$ cat src/rtl/rr_pkg.sv
package rr_pkg;
    localparam int CODE_W  = 12;
    localparam int FRAME_W = 16;
    localparam int PAD_W   = FRAME_W - CODE_W;
    localparam int BIT_W   = $clog2(FRAME_W);

    typedef struct packed {
        logic              twos;
        logic [CODE_W-1:0] code;
    } rr_entry_t;

    typedef enum logic {
        TX_IDLE,
        TX_SHIFT
    } tx_state_t;
endpackage

$ cat src/rtl/rr_fifo.sv
module rr_fifo
    import rr_pkg::*;
#(
    parameter int DEPTH = 16
) (
    input  logic      clk,
    input  logic      rst_n,
    input  logic      wr_en,
    input  rr_entry_t wr_entry,
    input  logic      rd_en,
    output rr_entry_t rd_entry,
    output logic      empty,
    output logic      dropped
);
    localparam int AW = (DEPTH > 1) ? $clog2(DEPTH) : 1;
    localparam int CW = AW + 1;

    rr_entry_t       mem [DEPTH];
    logic [AW-1:0]   wr_ptr, rd_ptr;
    logic [CW-1:0]   count;
    logic            full, do_rd, do_wr;

    assign empty   = (count == '0);
    assign full    = (count == CW'(DEPTH));
    assign do_rd   = rd_en & ~empty;
    assign do_wr   = wr_en & (~full | do_rd);
    assign dropped = wr_en & ~do_wr;
    assign rd_entry = mem[rd_ptr];

    function automatic logic [AW-1:0] bump(input logic [AW-1:0] p);
        return (p == AW'(DEPTH - 1)) ? '0 : p + 1'b1;
    endfunction

    always_ff @(posedge clk) begin
        if (do_wr) mem[wr_ptr] <= wr_entry;
    end

    always_ff @(posedge clk or negedge rst_n) begin
        if (!rst_n) begin
            wr_ptr <= '0;
            rd_ptr <= '0;
            count  <= '0;
        end else begin
            if (do_wr) wr_ptr <= bump(wr_ptr);
            if (do_rd) rd_ptr <= bump(rd_ptr);
            unique case ({do_wr, do_rd})
                2'b10:   count <= count + 1'b1;
                2'b01:   count <= count - 1'b1;
                default: count <= count;
            endcase
        end
    end
endmodule

$ cat src/rtl/rr_frame_tx.sv
module rr_frame_tx
    import rr_pkg::*;
(
    input  logic      clk,
    input  logic      rst_n,
    input  logic      sclk,
    input  logic      cs_n,
    input  rr_entry_t head,
    input  logic      head_valid,
    output logic      pop,
    output logic      sel_start,
    output logic      dout,
    output logic      frame_twos
);
    tx_state_t           state_q, state_d;
    logic                sclk_q, cs_q;
    logic [FRAME_W-1:0]  shreg;
    logic [BIT_W-1:0]    bit_q;
    logic                twos_q;
    logic                cs_fall, sclk_fall, last_bit, load, shift;

    assign cs_fall   = cs_q & ~cs_n;
    assign sclk_fall = sclk_q & ~sclk;
    assign last_bit  = (bit_q == BIT_W'(FRAME_W - 1));
    assign sel_start = (state_q == TX_IDLE) & cs_fall;
    assign load      = sel_start |
                       ((state_q == TX_SHIFT) & ~cs_n & sclk_fall & last_bit);
    assign shift     = (state_q == TX_SHIFT) & ~cs_n & sclk_fall & ~last_bit;
    assign pop       = load & head_valid;

    // next-state logic
    always_comb begin
        state_d = state_q;
        unique case (state_q)
            TX_IDLE:  if (cs_fall) state_d = TX_SHIFT;
            TX_SHIFT: if (cs_n)    state_d = TX_IDLE;
        endcase
    end

    // state register and input edge history
    always_ff @(posedge clk or negedge rst_n) begin
        if (!rst_n) begin
            state_q <= TX_IDLE;
            sclk_q  <= 1'b0;
            cs_q    <= 1'b1;
        end else begin
            state_q <= state_d;
            sclk_q  <= sclk;
            cs_q    <= cs_n;
        end
    end

    // frame datapath
    always_ff @(posedge clk or negedge rst_n) begin
        if (!rst_n) begin
            shreg  <= '0;
            bit_q  <= '0;
            twos_q <= 1'b0;
        end else if (load) begin
            shreg  <= head_valid ? {{PAD_W{1'b0}}, head.code} : '0;
            twos_q <= head_valid & head.twos;
            bit_q  <= '0;
        end else if (shift) begin
            shreg  <= {shreg[FRAME_W-2:0], 1'b0};
            bit_q  <= bit_q + 1'b1;
        end
    end

    // outputs per state
    always_comb begin
        dout       = 1'b0;
        frame_twos = 1'b0;
        unique case (state_q)
            TX_IDLE:  ;
            TX_SHIFT: begin
                dout       = shreg[FRAME_W-1];
                frame_twos = twos_q;
            end
        endcase
    end
endmodule

$ cat src/rtl/res_readout.sv
module res_readout
    import rr_pkg::*;
#(
    parameter int DEPTH = 16
) (
    input  logic              clk,
    input  logic              rst_n,
    input  logic              res_valid,
    input  logic [CODE_W-1:0] res_code,
    input  logic              res_twos,
    input  logic              res_last,
    input  logic              sclk,
    input  logic              cs_n,
    output logic              dout,
    output logic              frame_twos,
    output logic              eoc_n,
    output logic              ovf
);
    rr_entry_t in_entry, head;
    logic      empty, dropped, pop, sel_start;

    assign in_entry = '{twos: res_twos, code: res_code};

    rr_fifo #(.DEPTH(DEPTH)) u_fifo (
        .clk      (clk),
        .rst_n    (rst_n),
        .wr_en    (res_valid),
        .wr_entry (in_entry),
        .rd_en    (pop),
        .rd_entry (head),
        .empty    (empty),
        .dropped  (dropped)
    );

    rr_frame_tx u_tx (
        .clk        (clk),
        .rst_n      (rst_n),
        .sclk       (sclk),
        .cs_n       (cs_n),
        .head       (head),
        .head_valid (~empty),
        .pop        (pop),
        .sel_start  (sel_start),
        .dout       (dout),
        .frame_twos (frame_twos)
    );

    // completion flag: a finished scan wins over a read start in the same cycle
    always_ff @(posedge clk or negedge rst_n) begin
        if (!rst_n)                     eoc_n <= 1'b1;
        else if (res_valid && res_last) eoc_n <= 1'b0;
        else if (sel_start)             eoc_n <= 1'b1;
    end

    always_ff @(posedge clk or negedge rst_n) begin
        if (!rst_n)       ovf <= 1'b0;
        else if (dropped) ovf <= 1'b1;
    end
endmodule

$ cat config.mk
export PLATFORM = sky130hd
export DESIGN_NAME = res_readout
export DESIGN_NICKNAME = d
export VERILOG_FILES = /design/src/rtl/rr_pkg.sv /design/src/rtl/rr_fifo.sv /design/src/rtl/rr_frame_tx.sv /design/src/rtl/res_readout.sv
export SDC_FILE = /design/constraint.sdc
export NUM_CORES = 1
export LEC_CHECK = 0
export ABC_AREA = 1
export BUFFER_PORTS_ARGS = -buffer_cell sky130_fd_sc_hd__buf_4
export CAP_MARGIN = 20
export CORE_MARGIN = 5
export CORE_UTILIZATION = 50
export CTS_BUF_LIST = sky130_fd_sc_hd__clkbuf_4 sky130_fd_sc_hd__clkbuf_8 sky130_fd_sc_hd__clkbuf_16
export DETAILED_ROUTE_END_ITERATION = 10
export HOLD_SLACK_MARGIN = 0.08
export PLACE_DENSITY = 0.66
export SLEW_MARGIN = 20
export SYNTH_ARGS = -nofsm -noshare
export SYNTH_HDL_FRONTEND = slang
export SYNTH_SLANG_ARGS = --single-unit
$ cat constraint.sdc
create_clock -name clk -period 5 [get_ports clk]
set_input_delay 0.25 -clock clk [delete_from_list [all_inputs] [get_ports clk]]
set_output_delay 0.25 -clock clk [all_outputs]
set_load 0.02 [all_outputs]
* Word level (Yosys, flattened, before mapping)
Memory sizes are Yosys's and may differ from the RTL's. Cells that the tools add are included.
Storage, ports and cells: RAM bits 208, register bits 39, word-level logic and storage cells 66, output and inout bits 4, memories 1
Memory list:
- u_fifo.mem | words 16, bits a word 13, rd ports 1, clocked after memory_dff 0, wr ports 1, RTL line rr_fifo.sv:18 | rr_entry_t mem [DEPTH];
Operators by class: add/sub/neg operators 5, mux-type cells 17, bitwise operators 21, eq/ne operators 6, reductions and logical operators 5
Operator list (number):
- $mux W16 | 2
- $mux W4 | 4
- $add A4 B1 Y4 const B | 3
- $and A1 B1 Y1 | 12
- $eq A4 B4 Y1 const B | 3
- $mux W12 | 1
- $pmux W5 S2 | 1
- $mux W1 | 8
- $not A1 Y1 | 7
- $reduce_bool A2 Y1 | 3
- $add A5 B1 Y5 const B | 1
- $eq A5 B5 Y1 const B | 1
- $logic_not A5 Y1 | 1
- $sub A5 B1 Y5 const B | 1
- $eq A2 B1 Y1 const B | 1
- $eq A2 B2 Y1 const B | 1
- $or A1 B1 Y1 | 2
- $pmux W1 S2 | 1
- $logic_and A1 B1 Y1 | 1

* Logic depth before layout (Yosys ltp)
Gate-level depths: netlist of the first run.
depth in word-level cells 11, mapped depth 16, gate-level depth less buffers 15

* By module
From an unflattened synthesis of the first run, not the netlist that was laid out.
Unflattened totals: cell total of the unflattened synthesis 894, area, all modules 10349.9 µm²
By module, submodules not included:
- rr_fifo | times used 1, area each 8978.6 µm², sequential area each 6571.3 µm², cells each 716
- rr_frame_tx | times used 1, area each 1295.0 µm², sequential area each 601.8 µm², cells each 170
- res_readout | times used 1, area each 76.3 µm², sequential area each 51.3 µm², cells each 8

* Worst setup path after synthesis of the first run
Ideal clock, no wire load.
path kind register to register, start reg u_tx.cs_q, end reg u_fifo.count[4], data arrival time 2274 ps, stages on the path, launching flop included 16, slack 2661 ps, required time 4935 ps, cell sequence dfstp_2 nand3_2 nand2_2 nand2_2 nor2_2 buf_2 ha_1 clkbuf_2 xor2_1 ha_1 a21o_1 nand2_1 o21ai_1 xor2_1 nand2_1 nand2_1
Between the ends: word-level cells in the longest chain between the ends 9
Ends and longest elaborated chain:
- from (decl) | RTL line rr_frame_tx.sv:16 | logic sclk_q, cs_q;
- from (signal assigned) | RTL line rr_frame_tx.sv:49 | cs_q <= cs_n;
- $and A1 B1 Y1 (*) | RTL line rr_frame_tx.sv:22 | assign cs_fall = cs_q & ~cs_n;
- $and A1 B1 Y1 (*) | RTL line rr_frame_tx.sv:25 | assign sel_start = (state_q == TX_IDLE) & cs_fall;
- $or A1 B1 Y1 (*) | RTL line rr_frame_tx.sv:26 | assign load = sel_start |
- $and A1 B1 Y1 (*) | RTL line rr_frame_tx.sv:29 | assign pop = load & head_valid;
- $and A1 B1 Y1 (*) | RTL line rr_fifo.sv:25 | assign do_rd = rd_en & ~empty;
- named net u_fifo.do_rd | RTL line rr_fifo.sv:21 | logic full, do_rd, do_wr;
- $or A1 B1 Y1 | RTL line rr_fifo.sv:26 | assign do_wr = wr_en & (~full | do_rd);
- $and A1 B1 Y1 | RTL line rr_fifo.sv:26
- $eq A2 B1 Y1 / $eq A2 B2 Y1 (equally long branches) | RTL line rr_fifo.sv:46 | unique case ({do_wr, do_rd})
- $pmux W5 S2 / $reduce_bool A2 Y1 (equally long branches)
- to (signal assigned) | RTL line rr_fifo.sv:47 | 2'b10: count <= count + 1'b1;
- to (signal assigned) | RTL line rr_fifo.sv:48 | 2'b01: count <= count - 1'b1;
- to (signal assigned) | RTL line rr_fifo.sv:49 | default: count <= count;
- to (decl) | RTL line rr_fifo.sv:20 | logic [CW-1:0] count;
Mark *: on every way through the listed nets, which the timed path passes. The rest lies on a longest branch. A chain may end at the register's enable or synchronous reset.

* Final worst setup path of the first run
start reg u_tx.cs_q, end reg u_fifo.count[4]
Between the ends: word-level cells in the longest chain between the ends 9
Ends and longest elaborated chain (RTL line):
- $and A1 B1 Y1 (*) | rr_frame_tx.sv:22
- $and A1 B1 Y1 (*) | rr_frame_tx.sv:25
- $or A1 B1 Y1 (*) | rr_frame_tx.sv:26
- $and A1 B1 Y1 (*) | rr_frame_tx.sv:29
- $and A1 B1 Y1 (*) | rr_fifo.sv:25
- $or A1 B1 Y1 | rr_fifo.sv:26
- $and A1 B1 Y1 | rr_fifo.sv:26
- $eq A2 B1 Y1 / $eq A2 B2 Y1 (equally long branches) | rr_fifo.sv:46
- $pmux W5 S2 / $reduce_bool A2 Y1 (equally long branches)
Mark *: on every way between the ends. The rest lies on a longest branch, timed or not.

==> impl_metrics.env, run 1 <==
export IMPL_drive_gt1_frac=0.0828
export IMPL_stdcell_area_um2=12200
export IMPL_hold_viol_final=0
export IMPL_row_count=54
export IMPL_multiInputGateArea_um2=2740
export IMPL_place_area_um2=11300
export IMPL_synth_nets=1145
export IMPL_path_class="flop to flop"
export IMPL_max_slew_margin_rel=0.271
export IMPL_syn_area_per_cell_um2=9.86
export IMPL_ys_seq_area_frac=0.656
export IMPL_hpwl_mm=15.0
export IMPL_worst_slew_pin_slew_ns=1.09
export IMPL_clkSinkCount=247
export IMPL_fin_worst_skew_ns=0.00819
export IMPL_wl_mm=24.5
export IMPL_grt_max_degree=106
export IMPL_areaGrowthSynthToFinish_pct=10.9
export IMPL_io_buffers=22
export IMPL_cts_root_buffer="clkbuf_16"
export IMPL_rsz0062_at_grt="false"
export IMPL_crit_path_end_kind="flop"
export IMPL_grt_pass1_wl_mm=38.8
export IMPL_period_minus_slack_ns=3.36
export IMPL_cts_clk_slew_worst_paths_ns=0.06
export IMPL_setup_viol=0
export IMPL_diodes=0
export IMPL_finalMaxSlewViolations=0
export IMPL_dr_pass1_iters=5
export IMPL_synth_area_um2=11000
export IMPL_cp_data_arrival_time_ns=3.82
export IMPL_ys_ff_latch=247
export IMPL_ant_nets=0
export IMPL_fillers=1888
export IMPL_vias_per_cell=5.06
export IMPL_drv_cap=0
export IMPL_min_period_over_period=0.672
export IMPL_status="completed"
export IMPL_synth_flop_cell="edfxtp_1"
export IMPL_required_ns=5.46
export IMPL_min_path_type="primary input to flop"
export IMPL_via_count=7226
export IMPL_wire_per_inst_um=17.1
export IMPL_die_h_um=158
export IMPL_cts_tree="built"
export IMPL_dieArea_um2=25100
export IMPL_final_instance_count_excl_fill=1428
export IMPL_yosys_warnings=0
export IMPL_fmax_ghz=0.298
export IMPL_ctsResizeCount=0
export IMPL_clock_latency_ns=0.52
export IMPL_htreeDepth=1
export IMPL_peakVddDrop_mv=0.339
export IMPL_place_gp_congestion=0.867
export IMPL_grt_ovfl_total=0
export IMPL_ios=23
export IMPL_drcViolationCount=0
export IMPL_cts_setup_buffers=0
export IMPL_grt_usage=0.201
export IMPL_synth_cell_types=31
export IMPL_drt_iter0_markers=681
export IMPL_ys_async_sr_fraction=0.158
export IMPL_nets=1158
export IMPL_cp_start_kind="flop"
export IMPL_core_area_um2=21800
export IMPL_die_width_um=158
export IMPL_grt_pass1_vias=7105
export IMPL_clock_path_buffers=3
export IMPL_synth_enable_flop_cells=208
export IMPL_antenna_found_initial=0
export IMPL_cts_buffers=26
export IMPL_critPathMaxFanout=33
export IMPL_power_density_nw_per_um2=535
export IMPL_dpl_cell_count=1375
export IMPL_leakagePower_nw=5.43
export IMPL_synthCells=1117
export IMPL_timing_setup_tns_ns=0
export IMPL_start_util=0.506
export IMPL_ff_latch_area_um2=7230
routing by layer:
metal | vias up | track usage | wire length (um)
li1 | 3569 | - | -
met1 | 3407 | 0.286 | 10700
met2 | 203 | 0.326 | 11700
met3 | 47 | 0.0253 | 1370
met4 | 0 | 0.0605 | 648
met5 | - | 0 | 0
cell families after synthesis:
family,count (synthesis),share of synthesized area
AND/OR/NAND/NOR,539,0.201
flip-flops,247,0.656
adder cells (fa/ha/maj),9,0.0102
buffers and inverters,259,0.0983
XOR/XNOR,11,0.00875
AO/OA/AOI/OAI,52,0.0256
critical path: stages (launching register included):
cell and delay, ns:
dfstp_2 0.53, nand3_2 0.12, nand2_2 0.44, nand2_2 0.17, nor2_2 0.62, ha_1 0.43
xor2_1 0.22, ha_1 0.18, a21o_1 0.10, nand2_1 0.07, o21ai_1 0.15, xor2_1 0.16
nand2_1 0.07, nand2_1 0.05
layout make-up:
class	instances	share of cell area
multi-input cells	611	0.224
clock buffers	37	0.0625
well taps	280	0.0287
clock inverters	9	0.00604
inverters	211	0.0651
flip-flops and latches	247	0.592
repair buffers	33	0.0215
through the flow:
step	setup slack (ns)	utilization	hold slack [ns]	total power, W
floorplan	2.66	-	-0.0456	0.00416
global placement	1.68	0.518	0.263	0.00465
detailed placement	1.67	0.519	0.256	0.00469
CTS	1.61	0.560	0.0901	0.00656
global route	1.24	0.561	0.0902	0.00694
finish	1.64	0.561	0.102	0.00654
layout by cell type, fill, tap and decap left out, types with 2 or more instances in the layout:
cell             n
buf_4           27
dlygate4sd3_1    6
nand3_1        133
inv_1          208
ha_1             9
o21ai_0         26
dfrtp_1         35
edfxtp_1       208
or2_2            2
nand2_1        344
clkinv_2         2
clkbuf_8         2
clkbuf_4         8
nand4_1          4
clkbuf_16       27
clkinv_1         4
a21oi_1         14
o22ai_1          2
nor2_1          40
o211ai_1         4
inv_2            2
nor2_2          13
nand2_2          2
dfstp_2          2
xor2_1           8
xnor2_1          3
o21ai_1          3
where the power goes:
group / switching (W) / internal [W]
Combinational: 0.00137 / 0.000574
Clock: 0.000762 / 0.00111
Sequential: 0.000206 / 0.00251
Total: 0.00234 / 0.00420
what timing repair did:
action	CTS	global route
endpoints found under the hold margin	44	0
hold buffers	6	0
endpoints found under the setup margin	0	0
synthesized netlist by cell type, drive strengths merged, types with 3 or more instances:
library cell  number  area share
nor2              53       0.018
a21oi             14      0.0064
xor2               8      0.0064
buf               43       0.024
dfrtp             37       0.084
o21ai             29       0.013
nand2            346        0.12
inv              211       0.072
nand4              4      0.0023
clkbuf             5      0.0018
xnor2              3      0.0024
edfxtp           208        0.57
ha                 9       0.010
nand3            134       0.061
o211ai             4      0.0027
state kept, by name, summed over array words and instances, names as in the netlist, 4 cells and up:
name           cells
u_fifo.count       5
u_fifo.mem       208
u_fifo.rd_ptr      4
u_fifo.wr_ptr      4
u_tx.bit_q         4
u_tx.shreg        16
final timing paths:
path	start	endpoint	slack [ns]	cells after the start
hold / removal	res_code[6]	u_fifo.mem[9][6]	0.10	1
setup / recovery	u_tx.cs_q	u_fifo.count[4]	1.64	13
setup reg to reg	u_tx.cs_q	u_fifo.count[4]	1.64	13
hold reg to reg	ovf	ovf	0.47	1
min in group asynchronous	rst_n	u_tx.bit_q[2]	0.25	2
max in group asynchronous	rst_n	u_fifo.rd_ptr[0]	4.35	2
Note: power is estimated with default switching activity, not from simulation.
==> inputs of run 2 (changes only) <==
Clock period 5 ns to 3.2 ns, I/O delays scaled along.
==> run 2 against run 1 <==
Net effect: power grew 57%; register-to-register slack got worse by 1.0 ns; largest power group unchanged; clock power rose by 55%; wire length down 6.3%; worst hold slack improved by 0.065 ns; non-clock buffer count increased by 36.
==> impl_metrics.env, run 2 (same netlist as run 1, synthesis figures left out) <==
export IMPL_status="completed"
export IMPL_cp_startpoint="u_tx.bit_q[0]"
export IMPL_via_count=7246
export IMPL_nets=1193
export IMPL_stdcell_area_um2=12500
export IMPL_fmax_ghz=0.390
export IMPL_die_width_um=158
export IMPL_start_util=0.506
export IMPL_r2r_slack_ns=0.64
export IMPL_hold_viol_final=0
export IMPL_fillers=1850
export IMPL_min_path_type="primary input to asynchronous set/reset pin"
export IMPL_cp_data_arrival_time_ns=3.01
export IMPL_diodes=0
export IMPL_power_density_nw_per_um2=821
export IMPL_crit_path_end_kind="flop"
export IMPL_path_class="flop to flop"
export IMPL_hold_worst_slack_ns=0.167
export IMPL_cts_setup_buffers=0
export IMPL_row_count=54
export IMPL_period_minus_slack_ns=2.56
export IMPL_rsz0062_at_grt="false"
export IMPL_cts_root_buffer="clkbuf_16"
export IMPL_hpwl_mm=13.9
export IMPL_drv_cap=0
export IMPL_dieArea_um2=25100
export IMPL_required_ns=3.65
export IMPL_cts_buffers=25
export IMPL_critPathMaxFanout=5
export IMPL_largest_reg_flops=208
export IMPL_timing_setup_tns_ns=0
export IMPL_min_period_over_period=0.801
export IMPL_ctsResizeCount=0
export IMPL_dr_pass1_iters=5
export IMPL_layout_common_cells="344 x nand2_1, 208 x inv_1, 208 x edfxtp_1"
export IMPL_max_slew_margin_rel=0.596
export IMPL_regMostFlops="u_fifo.mem"
export IMPL_finalMaxSlewViolations=0
export IMPL_drive_gt1_frac=0.0913
export IMPL_grt_usage=0.187
export IMPL_cp_start_kind="flop"
export IMPL_place_area_um2=11500
export IMPL_htreeDepth=1
export IMPL_place_ws_ns=0.644
export IMPL_io_buffers=22
export IMPL_antenna_found_initial=0
export IMPL_die_h_um=158
export IMPL_ant_nets=0
export IMPL_drt_iter0_markers=571
export IMPL_grt_ovfl_total=0
export IMPL_drcViolationCount=0
export IMPL_clock_latency_ns=0.51
export IMPL_leakagePower_nw=5.62
export IMPL_grt_max_degree=108
export IMPL_clkSinkCount=247
export IMPL_grt_pass1_wl_mm=36.5
export IMPL_areaGrowthSynthToFinish_pct=13.5
export IMPL_wire_per_inst_um=15.7
export IMPL_core_area_um2=21800
export IMPL_regToRegStartpoint="u_tx.bit_q[0]"
export IMPL_vias_per_cell=4.95
export IMPL_fin_worst_skew_ns=0.00885
export IMPL_place_gp_congestion=0.824
export IMPL_ios=23
export IMPL_cts_clk_slew_worst_paths_ns=0.06
export IMPL_cts_tree="built"
export IMPL_clock_path_buffers=3
export IMPL_grt_pass1_vias=6779
export IMPL_wl_mm=22.9
export IMPL_largest_registers="u_fifo.mem (208), u_tx.shreg (16), u_fifo.count (5)"
export IMPL_peakVddDrop_mv=0.603
export IMPL_fin_ws_ns=0.635
export IMPL_final_common_cell="nand2_1"
export IMPL_setup_viol=0
export IMPL_worst_slew_pin_slew_ns=0.605
[run 2: cell count changes in the layout (fill, tap and decap cells not counted)]
cell | previous run | this run
clkbuf_16 | 27 | 26
dlygate4sd3_1 | 6 | 19
buf_12 | 0 | 2
nor2_1 | 40 | 52
clkbuf_4 | 8 | 9
clkinv_2 | 2 | 6
clkbuf_8 | 2 | 1
inv_8 | 1 | 0
clkinvlp_4 | 1 | 0
clkinv_1 | 4 | 1
nor2_2 | 13 | 1
buf_4 | 27 | 48
bufinv_16 | 1 | 2
[run 2: final timing paths]
path / endpoint / cells past startpoint
min in group clk: u_tx.cs_q / 2
hold reg to reg: ovf / 1
setup / recovery: u_fifo.count[4] / 15
max in group asynchronous: u_fifo.rd_ptr[0] / 2
setup reg to reg: u_fifo.count[4] / 15
hold / removal: u_tx.shreg[15] / 2
[run 2: per-stage QoR]
| stage | std cells | power [W] | util |
|---|---|---|---|
| 6_report | 1463 | 0.0103 | 0.575 |
| 5_1_grt | 1463 | 0.0109 | 0.575 |
| 4_1_cts | 1463 | 0.0104 | 0.575 |
| 3_5_place_dp | 1399 | 0.00743 | 0.528 |
| 3_3_place_gp | 1399 | 0.00736 | 0.528 |
| 2_1_floorplan | 1117 | 0.00650 | - |
[run 2: metal layers]
layer  track usage  vias up  routed length (um)
li1              -     3638                   -
met1         0.267     3422               10400
met2         0.303      150               10800
met3        0.0264       36                1110
met4        0.0540        0                 546
met5             0        -                   0
[run 2: layout make-up]
type / instances / area (um^2) / area share
Clock buffer: 36 / 732 / 0.0586
Clock inverter: 9 / 93.8 / 0.00751
Timing Repair Buffer: 69 / 591 / 0.0472
Multi-Input combinational cell: 611 / 2710 / 0.217
Tap cell: 280 / 350 / 0.0280
Sequential cell: 247 / 7230 / 0.578
Inverter: 211 / 795 / 0.0636
[run 2: timing repair]
item	4_1_cts	5_1_grt
endpoints found under the hold margin	252	0
endpoints found under the setup margin	0	0
hold buffers	19	0
[run 2: power by group]
part / switching, W / internal [W]
logic: 0.00220 / 0.00101
clock network: 0.00115 / 0.00175
registers: 0.000237 / 0.00392
[run 2: worst max-delay path, cell delays in order (launching register included)]
cell and delay (ns):
dfrtp_1 0.40, ha_1 0.23, nand3_1 0.07, nand2_1 0.09, nand2_2 0.13, nand2_1 0.06, nand2_1 0.17, ha_1 0.32
xor2_1 0.24, ha_1 0.18, a21o_1 0.10, nand2_1 0.07, o21ai_1 0.17, xor2_1 0.17, nand2_1 0.06, nand2_1 0.05
==> inputs of run 3 (changes only) <==
Settings changed: PLACE_DENSITY 0.66 to 0.68.
Clock period 3.2 ns to 2.1 ns, I/O delays scaled along.
==> run 3 against run 2 <==
Net effect: the flow now finishes with violations (setup timing); non-clock buffer count increased by 23; global-route usage increased by 1.6 points; worst hold slack got worse by 0.061 ns; cell area increased by 4.2%; critical path type unchanged; die area unchanged; wire length increased by 9.1%; sequential share of layout area decreased by 2.3 points; first-iteration DRC count decreased by 4.0%; clock-buffer cell count decreased by 6; sequential power increased by 51%; largest cell class unchanged.
==> impl_metrics.env, run 3 (same netlist as run 1, synthesis figures left out) <==
export IMPL_dieArea_um2=25100
export IMPL_crit_end="u_fifo.count[4]"
export IMPL_dpl_cell_count=1416
export IMPL_cp_start_kind="flop"
export IMPL_io_buffers=22
export IMPL_final_util=0.599
export IMPL_ant_nets=0
export IMPL_nets=1216
export IMPL_pwr_share_seq=0.382
export IMPL_row_count=54
export IMPL_regToRegStartpoint="u_tx.cs_q"
export IMPL_combPwrFrac=0.338
export IMPL_final_instance_count_excl_fill=1486
export IMPL_period_minus_slack_ns=2.13
export IMPL_setup_viol=1
export IMPL_ios=23
export IMPL_min_period_over_period=1.02
export IMPL_drive_gt1_frac=0.133
export IMPL_leakagePower_nw=5.80
export IMPL_start_util=0.506
export IMPL_diodes=0
export IMPL_sw_frac_of_total=0.353
export IMPL_reg2reg_to="u_fifo.count[4]"
export IMPL_core_area_um2=21800
export IMPL_layout_common_cells="337 x nand2_1, 208 x edfxtp_1, 207 x inv_1"
export IMPL_final_common_cell="nand2_1"
export IMPL_worst_slew_pin_slew_ns=0.536
export IMPL_largest_reg_flops=208
export IMPL_internal_power_w=0.0106
export IMPL_clock_path_buffers=3
export IMPL_peakVddDrop_mv=0.743
export IMPL_via_count=7464
export IMPL_min_path_type="primary input to asynchronous set/reset pin"
export IMPL_vias_per_cell=5.02
export IMPL_pwr_share_clk=0.279
export IMPL_die_h_um=158
export IMPL_fin_worst_skew_ns=0.0103
export IMPL_areaGrowthSynthToFinish_pct=18.2
export IMPL_regMostFlops="u_fifo.mem"
export IMPL_drcViolationCount=0
export IMPL_power_density_nw_per_um2=1260
export IMPL_wl_mm=25.0
export IMPL_htreeDepth=1
export IMPL_status="finished, violations left"
export IMPL_place_gp_congestion=0.846
export IMPL_fillers=1776
export IMPL_cts_tree="built"
export IMPL_path_class="flop to flop"
export IMPL_largest_registers="u_fifo.mem (208), u_tx.shreg (16), u_fifo.count (5)"
export IMPL_drt_iter0_markers=548
export IMPL_max_slew_margin_rel=0.642
export IMPL_timing_setup_tns_ns=-0.0323
export IMPL_hpwl_mm=14.6
export IMPL_grt_max_degree=69
export IMPL_place_ws_ns=-0.0594
export IMPL_die_width_um=158
export IMPL_grt_pass1_wl_mm=39.4
export IMPL_required_ns=2.52
export IMPL_hold_viol_final=0
export IMPL_grt_usage=0.204
export IMPL_grt_pass1_vias=7292
export IMPL_fmax_ghz=0.469
export IMPL_wire_per_inst_um=16.8
export IMPL_cp_startpoint="u_tx.cs_q"
export IMPL_cts_buffers=25
export IMPL_grt_ovfl_total=0
export IMPL_rsz0062_at_grt="true"
export IMPL_finalMaxSlewViolations=0
export IMPL_netSwitchingPower_w=0.00579
export IMPL_drv_cap=0
export IMPL_total_power_w=0.0164
export IMPL_clock_latency_ns=0.53
export IMPL_cts_root_buffer="clkbuf_16"
export IMPL_r2r_slack_ns=-0.03
export IMPL_critPathMaxFanout=4
export IMPL_cp_data_arrival_time_ns=2.55
export IMPL_dr_pass1_iters=7
export IMPL_clkSinkCount=247
export IMPL_crit_path_end_kind="flop"
export IMPL_violations="setup timing"
export IMPL_antenna_found_initial=0
export IMPL_r2r_cells=14
export IMPL_cts_clk_slew_worst_paths_ns=0.06
export IMPL_fin_ws_ns=-0.0323
[run 3: changes by cell type in the layout (fill, tap and decap cells not counted), moves of 6 or more]
cell     change
nor2_2       +9
nor2_1      -15
nor2_4       +6
nand2_1      -7
buf_12      +13
[run 3: what timing repair did]
action	4_1_cts	5_1_grt
hold buffers	19	0
endpoints found under the hold margin	252	0
gates cloned	0	1
endpoints found under the setup margin	1	197
pin swaps	6	8
setup buffers	3	2
resized for setup	3	32
[run 3: final cells by class]
| cell class | count | area (um^2) | share of cell area |
|---|---|---|---|
| flip-flops and latches | 247 | 7230 | 0.555 |
| multi-input cells | 611 | 2860 | 0.220 |
| repair buffers | 92 | 945 | 0.0725 |
| inverters | 211 | 795 | 0.0610 |
| clock buffers | 30 | 663 | 0.0509 |
| well taps | 280 | 350 | 0.0269 |
| clock inverters | 15 | 180 | 0.0138 |
[run 3: power by group through the flow]
stage          logic (W)  registers (W)  clock network [W]
2_1_floorplan    0.00364        0.00630                  0
3_3_place_gp     0.00528        0.00634                  0
3_5_place_dp     0.00534        0.00637                  0
4_1_cts          0.00544        0.00627            0.00464
5_1_grt          0.00619        0.00633            0.00485
6_report         0.00555        0.00627            0.00458
[run 3: layer usage]
| layer | up-vias | share of wire | GRT usage |
|---|---|---|---|
| li1 | 3691 | - | - |
| met1 | 3531 | 0.43 | 0.272 |
| met5 | - | 0 | 0 |
| met4 | 0 | 0.035 | 0.0731 |
| met3 | 59 | 0.048 | 0.0285 |
| met2 | 183 | 0.49 | 0.343 |
[run 3: worst max-delay path: stages, from the launching register on]
cell and delay, ns:
dfstp_2 0.54, nand3_4 0.09, nand2_4 0.10, nand2_4 0.08
nand2_4 0.07, nand2_4 0.05, ha_4 0.18, xor2_2 0.18
ha_2 0.16, a21o_1 0.17, nand2_2 0.08, o21ai_2 0.06
xor2_1 0.14, nand2_1 0.06, nand2_1 0.04
[run 3: how the worst min path moves through the flow]
| stage | cells past startpoint | start | end | slack (ns) |
|---|---|---|---|---|
| global placement | 1 | rst_n | u_tx.shreg[15] | 0.12 |
| finish | 2 | rst_n | u_tx.state_q | 0.11 |
| CTS | 2 | rst_n | u_tx.state_q | 0.12 |
| global route | 2 | rst_n | u_tx.state_q | 0.16 |
| detailed placement | 1 | rst_n | u_tx.state_q | 0.13 |
| floorplan | 0 | rst_n | ovf | -0.19 |
[run 3: per-stage QoR]
stage	hold slack (ns)	cell area, um^2
global placement	0.118	11800
global route	0.159	13000
floorplan	-0.191	11100
CTS	0.117	12900
finish	0.106	13000
detailed placement	0.129	11800
